==> src/rtl/rx_cam_pkg.sv <==
package rx_cam_pkg;
  parameter int NUM_ENTRIES    = 16;
  parameter int ENTRY_IDX_W    = $clog2(NUM_ENTRIES);
  parameter int WORD_W         = 16;
  parameter int ADDR_BYTES     = 6;
  parameter int MAC_W          = 8 * ADDR_BYTES;
  parameter int FIELDS_PER_ENT = MAC_W / WORD_W;
  parameter int DESC_FIELDS    = 4;
  parameter int CNT_LOOP_W     = 5;

  typedef struct packed {
    logic                   wrEn;
    logic [1:0]             wrField;
    logic [ENTRY_IDX_W-1:0] wrEntry;
    logic                   maskWr;
  } camStrobe_t;

  typedef enum logic [1:0] {
    LD_IDLE  = 2'd0,
    LD_FETCH = 2'd1,
    LD_MASK  = 2'd2
  } ldState_t;
endpackage

==> src/rtl/rx_cam_ctrl.sv <==
module rx_cam_ctrl
  import rx_cam_pkg::*;
(
  input  logic                clk,
  input  logic                rstN,
  input  logic                loadCmd,
  input  logic                wideBus,
  input  logic [WORD_W-1:0]   segBase,
  input  logic [WORD_W-1:0]   descPtr,
  input  logic [WORD_W-1:0]   descCnt,
  input  logic                memValid,
  input  logic                doneClr,
  output logic                memReq,
  output logic [2*WORD_W-1:0] memAddr,
  output logic                loadBusy,
  output logic                loadDone,
  output camStrobe_t          strobe
);
  localparam int FIELD_BYTES = WORD_W / 8;

  ldState_t               stateR;
  logic [WORD_W-1:0]      segR, ptrR, cntR;
  logic                   wideR;
  logic [ENTRY_IDX_W-1:0] entryR;
  logic [1:0]             fieldR;
  logic                   doneR;

  logic [WORD_W-1:0] fieldOff, descBytes, cntNext;

  // field offset doubles in wide mode, as does the descriptor size
  always_comb begin
    fieldOff  = wideR ? WORD_W'(fieldR) * WORD_W'(2 * FIELD_BYTES)
                      : WORD_W'(fieldR) * WORD_W'(FIELD_BYTES);
    descBytes = wideR ? WORD_W'(2 * FIELD_BYTES * DESC_FIELDS)
                      : WORD_W'(FIELD_BYTES * DESC_FIELDS);
    cntNext   = cntR - WORD_W'(1);
  end

  assign memReq   = (stateR != LD_IDLE);
  assign memAddr  = {segR, ptrR + ((stateR == LD_FETCH) ? fieldOff : '0)};
  assign loadBusy = (stateR != LD_IDLE);
  assign loadDone = doneR;

  always_comb begin
    strobe.wrEn    = (stateR == LD_FETCH) && memValid;
    strobe.wrField = fieldR;
    strobe.wrEntry = entryR;
    strobe.maskWr  = (stateR == LD_MASK) && memValid;
  end

  always_ff @(posedge clk or negedge rstN) begin
    if (!rstN) begin
      stateR <= LD_IDLE;
      segR   <= '0;
      ptrR   <= '0;
      cntR   <= '0;
      wideR  <= 1'b0;
      entryR <= '0;
      fieldR <= 2'd1;
    end else begin
      case (stateR)
        LD_IDLE: begin
          if (loadCmd) begin
            segR   <= segBase;
            ptrR   <= descPtr;
            cntR   <= descCnt;
            wideR  <= wideBus;
            entryR <= '0;
            fieldR <= 2'd1;
            stateR <= (descCnt[CNT_LOOP_W-1:0] != '0) ? LD_FETCH : LD_MASK;
          end
        end
        LD_FETCH: begin
          if (memValid) begin
            if (fieldR == 2'(FIELDS_PER_ENT)) begin
              fieldR <= 2'd1;
              entryR <= entryR + 1'b1;
              cntR   <= cntNext;
              ptrR   <= ptrR + descBytes;
              if (cntNext[CNT_LOOP_W-1:0] == '0) stateR <= LD_MASK;
            end else begin
              fieldR <= fieldR + 2'd1;
            end
          end
        end
        LD_MASK: begin
          if (memValid) stateR <= LD_IDLE;
        end
        default: stateR <= LD_IDLE;
      endcase
    end
  end

  always_ff @(posedge clk or negedge rstN) begin
    if (!rstN)                                doneR <= 1'b0;
    else if ((stateR == LD_MASK) && memValid) doneR <= 1'b1;
    else if (doneClr)                         doneR <= 1'b0;
  end
endmodule

==> src/rtl/rx_cam_dp.sv <==
module rx_cam_dp
  import rx_cam_pkg::*;
(
  input  logic                   clk,
  input  logic                   rstN,
  input  camStrobe_t             strobe,
  input  logic [WORD_W-1:0]      wrData,
  input  logic [MAC_W-1:0]       dstAddr,
  input  logic                   modePromisc,
  input  logic                   modeAllMulti,
  input  logic                   modeBcast,
  input  logic                   rstMode,
  input  logic [ENTRY_IDX_W-1:0] entrySel,
  input  logic [1:0]             wordSel,
  output logic                   accept,
  output logic                   isBcast,
  output logic                   isMcast,
  output logic [WORD_W-1:0]      rdWord
);
  logic [MAC_W-1:0]       tbl [NUM_ENTRIES];
  logic [NUM_ENTRIES-1:0] enMask;
  logic [NUM_ENTRIES-1:0] hitVec;

  always_ff @(posedge clk or negedge rstN) begin
    if (!rstN) begin
      for (int e = 0; e < NUM_ENTRIES; e++) tbl[e] <= '0;
      enMask <= '0;
    end else begin
      if (strobe.wrEn) begin
        case (strobe.wrField)
          2'd1: tbl[strobe.wrEntry][0*WORD_W +: WORD_W] <= wrData;
          2'd2: tbl[strobe.wrEntry][1*WORD_W +: WORD_W] <= wrData;
          2'd3: tbl[strobe.wrEntry][2*WORD_W +: WORD_W] <= wrData;
          default: ;
        endcase
      end
      if (strobe.maskWr) enMask <= wrData[NUM_ENTRIES-1:0];
    end
  end

  for (genvar g = 0; g < NUM_ENTRIES; g++) begin : g_match
    assign hitVec[g] = enMask[g] && (tbl[g] == dstAddr);
  end

  logic groupBit, promiscHit, multiHit, bcastHit, camHit;

  always_comb begin
    groupBit   = dstAddr[0];
    promiscHit = modePromisc && !groupBit;
    multiHit   = modeAllMulti && groupBit;
    bcastHit   = modeBcast && (&dstAddr);
    camHit     = |hitVec;
    accept     = promiscHit || multiHit || bcastHit || camHit;
    isMcast    = !promiscHit && multiHit;
    isBcast    = !promiscHit && !multiHit && bcastHit;
  end

  always_comb begin
    rdWord = '0;
    if (rstMode && (wordSel < 2'(FIELDS_PER_ENT)))
      rdWord = tbl[entrySel][32'(wordSel) * WORD_W +: WORD_W];
  end
endmodule

==> src/rtl/rx_cam_filter.sv <==
module rx_cam_filter
  import rx_cam_pkg::*;
(
  input  logic                   clk,
  input  logic                   rstN,
  input  logic                   loadCmd,
  input  logic                   wideBus,
  input  logic [WORD_W-1:0]      segBase,
  input  logic [WORD_W-1:0]      descPtr,
  input  logic [WORD_W-1:0]      descCnt,
  output logic                   memReq,
  output logic [2*WORD_W-1:0]    memAddr,
  input  logic                   memValid,
  input  logic [WORD_W-1:0]      memRdata,
  output logic                   loadBusy,
  output logic                   loadDone,
  input  logic                   doneClr,
  input  logic [MAC_W-1:0]       dstAddr,
  input  logic                   modePromisc,
  input  logic                   modeAllMulti,
  input  logic                   modeBcast,
  output logic                   accept,
  output logic                   isBcast,
  output logic                   isMcast,
  input  logic                   rstMode,
  input  logic [ENTRY_IDX_W-1:0] entrySel,
  input  logic [1:0]             wordSel,
  output logic [WORD_W-1:0]      rdWord
);
  camStrobe_t strobe;

  rx_cam_ctrl u_ctrl (
    .clk(clk), .rstN(rstN), .loadCmd(loadCmd), .wideBus(wideBus),
    .segBase(segBase), .descPtr(descPtr), .descCnt(descCnt),
    .memValid(memValid), .doneClr(doneClr), .memReq(memReq),
    .memAddr(memAddr), .loadBusy(loadBusy), .loadDone(loadDone),
    .strobe(strobe)
  );

  rx_cam_dp u_dp (
    .clk(clk), .rstN(rstN), .strobe(strobe), .wrData(memRdata),
    .dstAddr(dstAddr), .modePromisc(modePromisc), .modeAllMulti(modeAllMulti),
    .modeBcast(modeBcast), .rstMode(rstMode), .entrySel(entrySel),
    .wordSel(wordSel), .accept(accept), .isBcast(isBcast),
    .isMcast(isMcast), .rdWord(rdWord)
  );
endmodule

==> config.mk <==
export PLATFORM = sky130hd
export DESIGN_NAME = rx_cam_filter
export DESIGN_NICKNAME = d
export VERILOG_FILES = /design/src/rtl/rx_cam_pkg.sv /design/src/rtl/rx_cam_ctrl.sv /design/src/rtl/rx_cam_dp.sv /design/src/rtl/rx_cam_filter.sv
export SDC_FILE = /design/constraint.sdc
export NUM_CORES = 2
export LEC_CHECK = 0
export BUFFER_PORTS_ARGS = -buffer_cell sky130_fd_sc_hd__buf_2
export CORE_MARGIN = 3
export CORE_UTILIZATION = 29
export CTS_CLUSTER_DIAMETER = 50
export DETAILED_ROUTE_END_ITERATION = 16
export PLACE_DENSITY_LB_ADDON = 0.1
export SYNTH_ARGS = -nofsm -noshare
export SYNTH_HDL_FRONTEND = slang
export SYNTH_SLANG_ARGS = --single-unit
==> constraint.sdc <==
create_clock -name clk -period 2.9 [get_ports clk]
set_input_delay 0.145 -clock clk [delete_from_list [all_inputs] [get_ports clk]]
set_output_delay 0.145 -clock clk [all_outputs]
set_load 0.005 [all_outputs]
==> flow_summary.html <==
<table>
<tr><th>Metric</th><th>Value</th></tr>
<tr><th colspan="2">Floorplanning</th></tr>
<tr><td>Y dimension of the die</td><td>407 microns</td></tr>
<tr><td>Number of primary I/O pins</td><td>182</td></tr>
<tr><td>Effective utilization at floorplan</td><td>29.3%</td></tr>
<tr><td>Core ar.</td><td>159,000 sq um</td></tr>
<tr><td>Die span in x</td><td>407 microns</td></tr>
<tr><td>DIE AREA</td><td>165,000 sq um</td></tr>
<tr><td>Cell Rows</td><td>146</td></tr>
<tr><th colspan="2">Placed design</th></tr>
<tr><td>Post-placement worst setup slack</td><td>-0.377 ns</td></tr>
<tr><td>GP Congestion</td><td>1.06</td></tr>
<tr><td>Placed wire-length estimate after detailed placement</td><td>232,000 microns</td></tr>
<tr><td>Cell area after placement</td><td>53,800 sq um</td></tr>
<tr><td># port buffers</td><td>170</td></tr>
<tr><th colspan="2">Clock network</th></tr>
<tr><td>Latest clock arrival within the worst-skew pair</td><td>0.81 ns</td></tr>
<tr><td>Root buffer cell</td><td>sky130_fd_sc_hd__clkbuf_16</td></tr>
<tr><td>Max H-tree Level</td><td>4</td></tr>
<tr><td>TritonCTS clock tree</td><td>yes</td></tr>
<tr><td>Largest buffer count on any clock path</td><td>3</td></tr>
<tr><td>Clock transition at the register clock pins on the worst setup and hold paths after CTS</td><td>0.06 ns</td></tr>
<tr><td>Number of clock buffers inserted by TritonCTS</td><td>143</td></tr>
<tr><td>Clock tree sinks</td><td>831</td></tr>
<tr><th colspan="2">Timing</th></tr>
<tr><td>Post-route worst setup slack</td><td>-0.735 ns</td></tr>
<tr><td>Share of the clock period used by the worst path after layout</td><td>125%</td></tr>
<tr><td>Measured slew at the worst slew-check pin</td><td>0.962 ns</td></tr>
<tr><td>Number of max-slew violations in the final report</td><td>0</td></tr>
<tr><td>Total Negative Setup Slacks</td><td>-6.30 ns</td></tr>
<tr><td>FMAX</td><td>275 MHz</td></tr>
<tr><td>Final number of hold-violating endpoints</td><td>0</td></tr>
<tr><td>Relative max-transition margin</td><td>35.4%</td></tr>
<tr><td>RSZ-0062 raised after global routing</td><td>true</td></tr>
<tr><td>Final Setup Violations</td><td>24</td></tr>
<tr><td>Clock skew</td><td>0.0361 ns</td></tr>
<tr><td>Min Clock Period, post-route</td><td>3.63 ns</td></tr>
<tr><th colspan="2">Yosys</th></tr>
<tr><td>Number of nets produced by synthesis</td><td>4,002</td></tr>
<tr><td>Seq/Total Area, Yosys</td><td>44.7%</td></tr>
<tr><td>YS warnings</td><td>0</td></tr>
<tr><td>Most frequently used flop master after synthesis</td><td>sky130_fd_sc_hd__dfrtp_1</td></tr>
<tr><td>Number of storage elements in the synthesis netlist</td><td>831</td></tr>
<tr><td>Number of standard cells after synthesis</td><td>3,857</td></tr>
<tr><td>Average instance area after synthesis</td><td>12.1 sq um</td></tr>
<tr><td>Count of flip-flops with a built-in enable after synthesis</td><td>0</td></tr>
<tr><td>Async SR Flop Fraction</td><td>100%</td></tr>
<tr><td>Yosys cell types</td><td>62</td></tr>
<tr><td>Post-Synthesis Cell Area</td><td>46,500 sq um</td></tr>
<tr><th colspan="2">Worst setup path</th></tr>
<tr><td>Data required time at the worst endpoint</td><td>2.76 ns</td></tr>
<tr><td>Biggest fanout along the worst timing path</td><td>3</td></tr>
<tr><td>Arr. time, crit path</td><td>3.49 ns</td></tr>
<tr><td>Setup Crit Path Kind</td><td>reg2out</td></tr>
<tr><td>Setup crit start kind</td><td>flip-flop</td></tr>
<tr><td>Kind of end point of the critical path</td><td>output port</td></tr>
<tr><th colspan="2">Power</th></tr>
<tr><td>Reported leakage power</td><td>25.9 nW</td></tr>
<tr><td>Cell area power density</td><td>841 nW/um^2</td></tr>
<tr><td>IR Drop Worst-Case VDD</td><td>572 uV</td></tr>
<tr><th colspan="2">Run</th></tr>
<tr><td>MaxCap Viol Count</td><td>0</td></tr>
<tr><th colspan="2">Route</th></tr>
<tr><td>Routed length per placed instance</td><td>45.2 microns</td></tr>
<tr><td>Detailed router's first-iteration violation count</td><td>5,624</td></tr>
<tr><td>Count of vias placed by the detailed router</td><td>40.8k</td></tr>
<tr><td>Final antenna-violating net count</td><td>0</td></tr>
<tr><td>DRT Pass-1 Iters</td><td>6</td></tr>
<tr><td>DRC errors left</td><td>0</td></tr>
<tr><td>Drt total wl</td><td>303,000 microns</td></tr>
<tr><td>Via/cell ratio</td><td>6.09</td></tr>
<tr><th colspan="2">Global routing</th></tr>
<tr><td>Via count of the first global-routing pass</td><td>39.6k</td></tr>
<tr><td>Final global-route overflow total</td><td>0</td></tr>
<tr><td>Global Route Usage Sum</td><td>36.4%</td></tr>
<tr><td>Largest net degree at the start of global routing</td><td>89</td></tr>
<tr><td>Number of antenna violations at the first check in global routing</td><td>39</td></tr>
<tr><td>First-pass GRT wire length</td><td>396,000 microns</td></tr>
<tr><th colspan="2">Outcome</th></tr>
<tr><td>Run status</td><td>complete, but fails checks</td></tr>
<tr><td>Violated checks</td><td>setup timing</td></tr>
<tr><th colspan="2">Cells and area</th></tr>
<tr><td># nets final</td><td>4,641</td></tr>
<tr><td>Sequential cell area</td><td>20,800 sq um</td></tr>
<tr><td>Footprint of the multi-input gates</td><td>24,800 sq um</td></tr>
<tr><td>Fraction of final layout cells sized beyond drive strength 1</td><td>36.3%</td></tr>
<tr><td>Growth of design area from synthesis to finish</td><td>30.5%</td></tr>
<tr><td>Layout fillers</td><td>15.5k</td></tr>
<tr><td>Finished Cell Area</td><td>60,700 sq um</td></tr>
<tr><th colspan="2">Hold path</th></tr>
<tr><td>Path type of the worst min-delay path</td><td>in2reg</td></tr>
</table>
worst paths after layout:
| kind | startpoint | end | slack [ns] | cells after the start |
|---|---|---|---|---|
| worst min register to register | u_dp.enMask[14]$_DFFE_PN0P_ | u_dp.enMask[14]$_DFFE_PN0P_ | 0.50 | 1 |
| worst max register to register | u_ctrl.fieldR[0]$_DFFE_PN1P_ | flip-flop | 0.17 | 9 |
| worst min-delay path | memRdata[15] | flip-flop | 0.08 | 3 |
| min in group asynchronous | rstN | asynchronous set/reset pin | 0.50 | 3 |
| worst max-delay path | flip-flop | accept | -0.73 | 10 |
| max in group asynchronous | rstN | asynchronous set/reset pin | 1.35 | 5 |
critical path: stages, from the launching register on:
cell and delay (ns):
sky130_fd_sc_hd__dfrtp_1 0.43, sky130_fd_sc_hd__xor2_1 0.44, sky130_fd_sc_hd__buf_4 0.22, sky130_fd_sc_hd__nor3_1 0.05, sky130_fd_sc_hd__buf_4 0.16, sky130_fd_sc_hd__nand4_1 0.12
sky130_fd_sc_hd__o22ai_2 0.10, sky130_fd_sc_hd__nor4_4 0.35, sky130_fd_sc_hd__nand4_1 0.43, sky130_fd_sc_hd__buf_4 0.28, sky130_fd_sc_hd__buf_2 0.12
per-stage QoR:
stage	total power, mW	cells	utilization [%]	hold WS (ns)
finish	51.1	6698	38.2	0.0826
global route	52.2	6683	38.2	0.0211
CTS	50.6	6678	38.0	0.0269
detailed placement	31.5	6345	33.9	0.196
global placement	31.5	6345	33.9	0.214
floorplan	22.6	3857	-	-0.151
power breakdown:
| group | leakage [nW] | total (mW) | switching, mW | internal [mW] |
|---|---|---|---|---|
| Clock | 2.46 | 18.4 | 6.85 | 11.6 |
| Combinational | 12.2 | 16.0 | 9.53 | 6.48 |
| Sequential | 11.3 | 16.7 | 2.86 | 13.8 |
| Total | 25.9 | 51.1 | 19.2 | 31.9 |
final cells by class:
class                      count  share of cell area [%]
clock inverter                91                    1.96
inverter                      71                   0.439
multi-input combinational   2584                    40.8
tap                         2072                    4.27
sequential                   831                    34.3
antenna                       15                  0.0618
timing repair buffer         865                    11.7
clock buffer                 169                    6.42
per-layer routing:
layer | wire, microns | track usage (%) | part of all wire (%) | vias up
li1 | - | - | - | 15800
met1 | 125000 | 48.6 | 41 | 21800
met2 | 126000 | 51.8 | 42 | 2606
met3 | 29100 | 10.3 | 9.6 | 649
met4 | 23300 | 22.8 | 7.7 | 10
met5 | 53 | 0 | 0.017 | -
logic make-up after synthesis:
group / Yosys count / synth area share (%)
compound gates: 818 / 14.1
mux: 423 / 16.0
buf+inv: 442 / 4.15
xor+xnor: 708 / 13.3
fa+ha+maj: 17 / 0.489
simple gates: 618 / 7.24
flops: 831 / 44.7
cell usage after synthesis (all sizes together) (54+ instances only):
cell type  number  area share [%]
a22o           63             1.2
buf           167             1.9
clkbuf        204             1.6
dfrtp         830              45
inv            71            0.57
mux2          182             4.4
mux4          240              12
nand2         213             1.8
nand3          54            0.92
nand4         119             1.7
nor4          122             1.6
o21ai          97             1.0
o2bb2ai       522             9.8
xnor2         308             5.8
xor2          400             7.5
cell usage in the layout (no fill, tap or decap), types with 16 or more instances in the layout:
| cell type | synthesis | routed |
|---|---|---|
| sky130_fd_sc_hd__a21oi_1 | 33 | 31 |
| sky130_fd_sc_hd__a22o_1 | 63 | 63 |
| sky130_fd_sc_hd__a22oi_2 | 0 | 16 |
| sky130_fd_sc_hd__buf_12 | 1 | 63 |
| sky130_fd_sc_hd__buf_2 | 113 | 166 |
| sky130_fd_sc_hd__buf_4 | 14 | 550 |
| sky130_fd_sc_hd__buf_6 | 7 | 18 |
| sky130_fd_sc_hd__bufinv_16 | 0 | 21 |
| sky130_fd_sc_hd__clkbuf_16 | 0 | 147 |
| sky130_fd_sc_hd__clkinv_2 | 0 | 24 |
| sky130_fd_sc_hd__clkinvlp_4 | 0 | 16 |
| sky130_fd_sc_hd__dfrtp_1 | 830 | 805 |
| sky130_fd_sc_hd__dfrtp_2 | 0 | 25 |
| sky130_fd_sc_hd__dlygate4sd3_1 | 0 | 65 |
| sky130_fd_sc_hd__inv_1 | 71 | 70 |
| sky130_fd_sc_hd__mux2_2 | 182 | 182 |
| sky130_fd_sc_hd__mux4_2 | 240 | 240 |
| sky130_fd_sc_hd__nand2_1 | 204 | 200 |
| sky130_fd_sc_hd__nand3_1 | 40 | 31 |
| sky130_fd_sc_hd__nand4_1 | 113 | 113 |
| sky130_fd_sc_hd__nor2_1 | 45 | 35 |
| sky130_fd_sc_hd__nor3_1 | 30 | 26 |
| sky130_fd_sc_hd__nor4_1 | 122 | 96 |
| sky130_fd_sc_hd__nor4_2 | 0 | 20 |
| sky130_fd_sc_hd__o21ai_0 | 93 | 93 |
| sky130_fd_sc_hd__o22ai_1 | 33 | 31 |
| sky130_fd_sc_hd__o2bb2ai_1 | 522 | 522 |
| sky130_fd_sc_hd__xnor2_1 | 308 | 287 |
| sky130_fd_sc_hd__xnor2_2 | 0 | 19 |
| sky130_fd_sc_hd__xor2_1 | 400 | 375 |
| sky130_fd_sc_hd__xor2_2 | 0 | 23 |
repair_timing:
action                                 in CTS  in global routing
buffers inserted                           13                  7
setup endpoints to repair                  27                 27
endpoints found under the hold margin     768                  0
resized for setup                         164                 45
hold buffers                               66                  0
pin swaps                                  48                 22
Power figures use the tool's default switching activity.
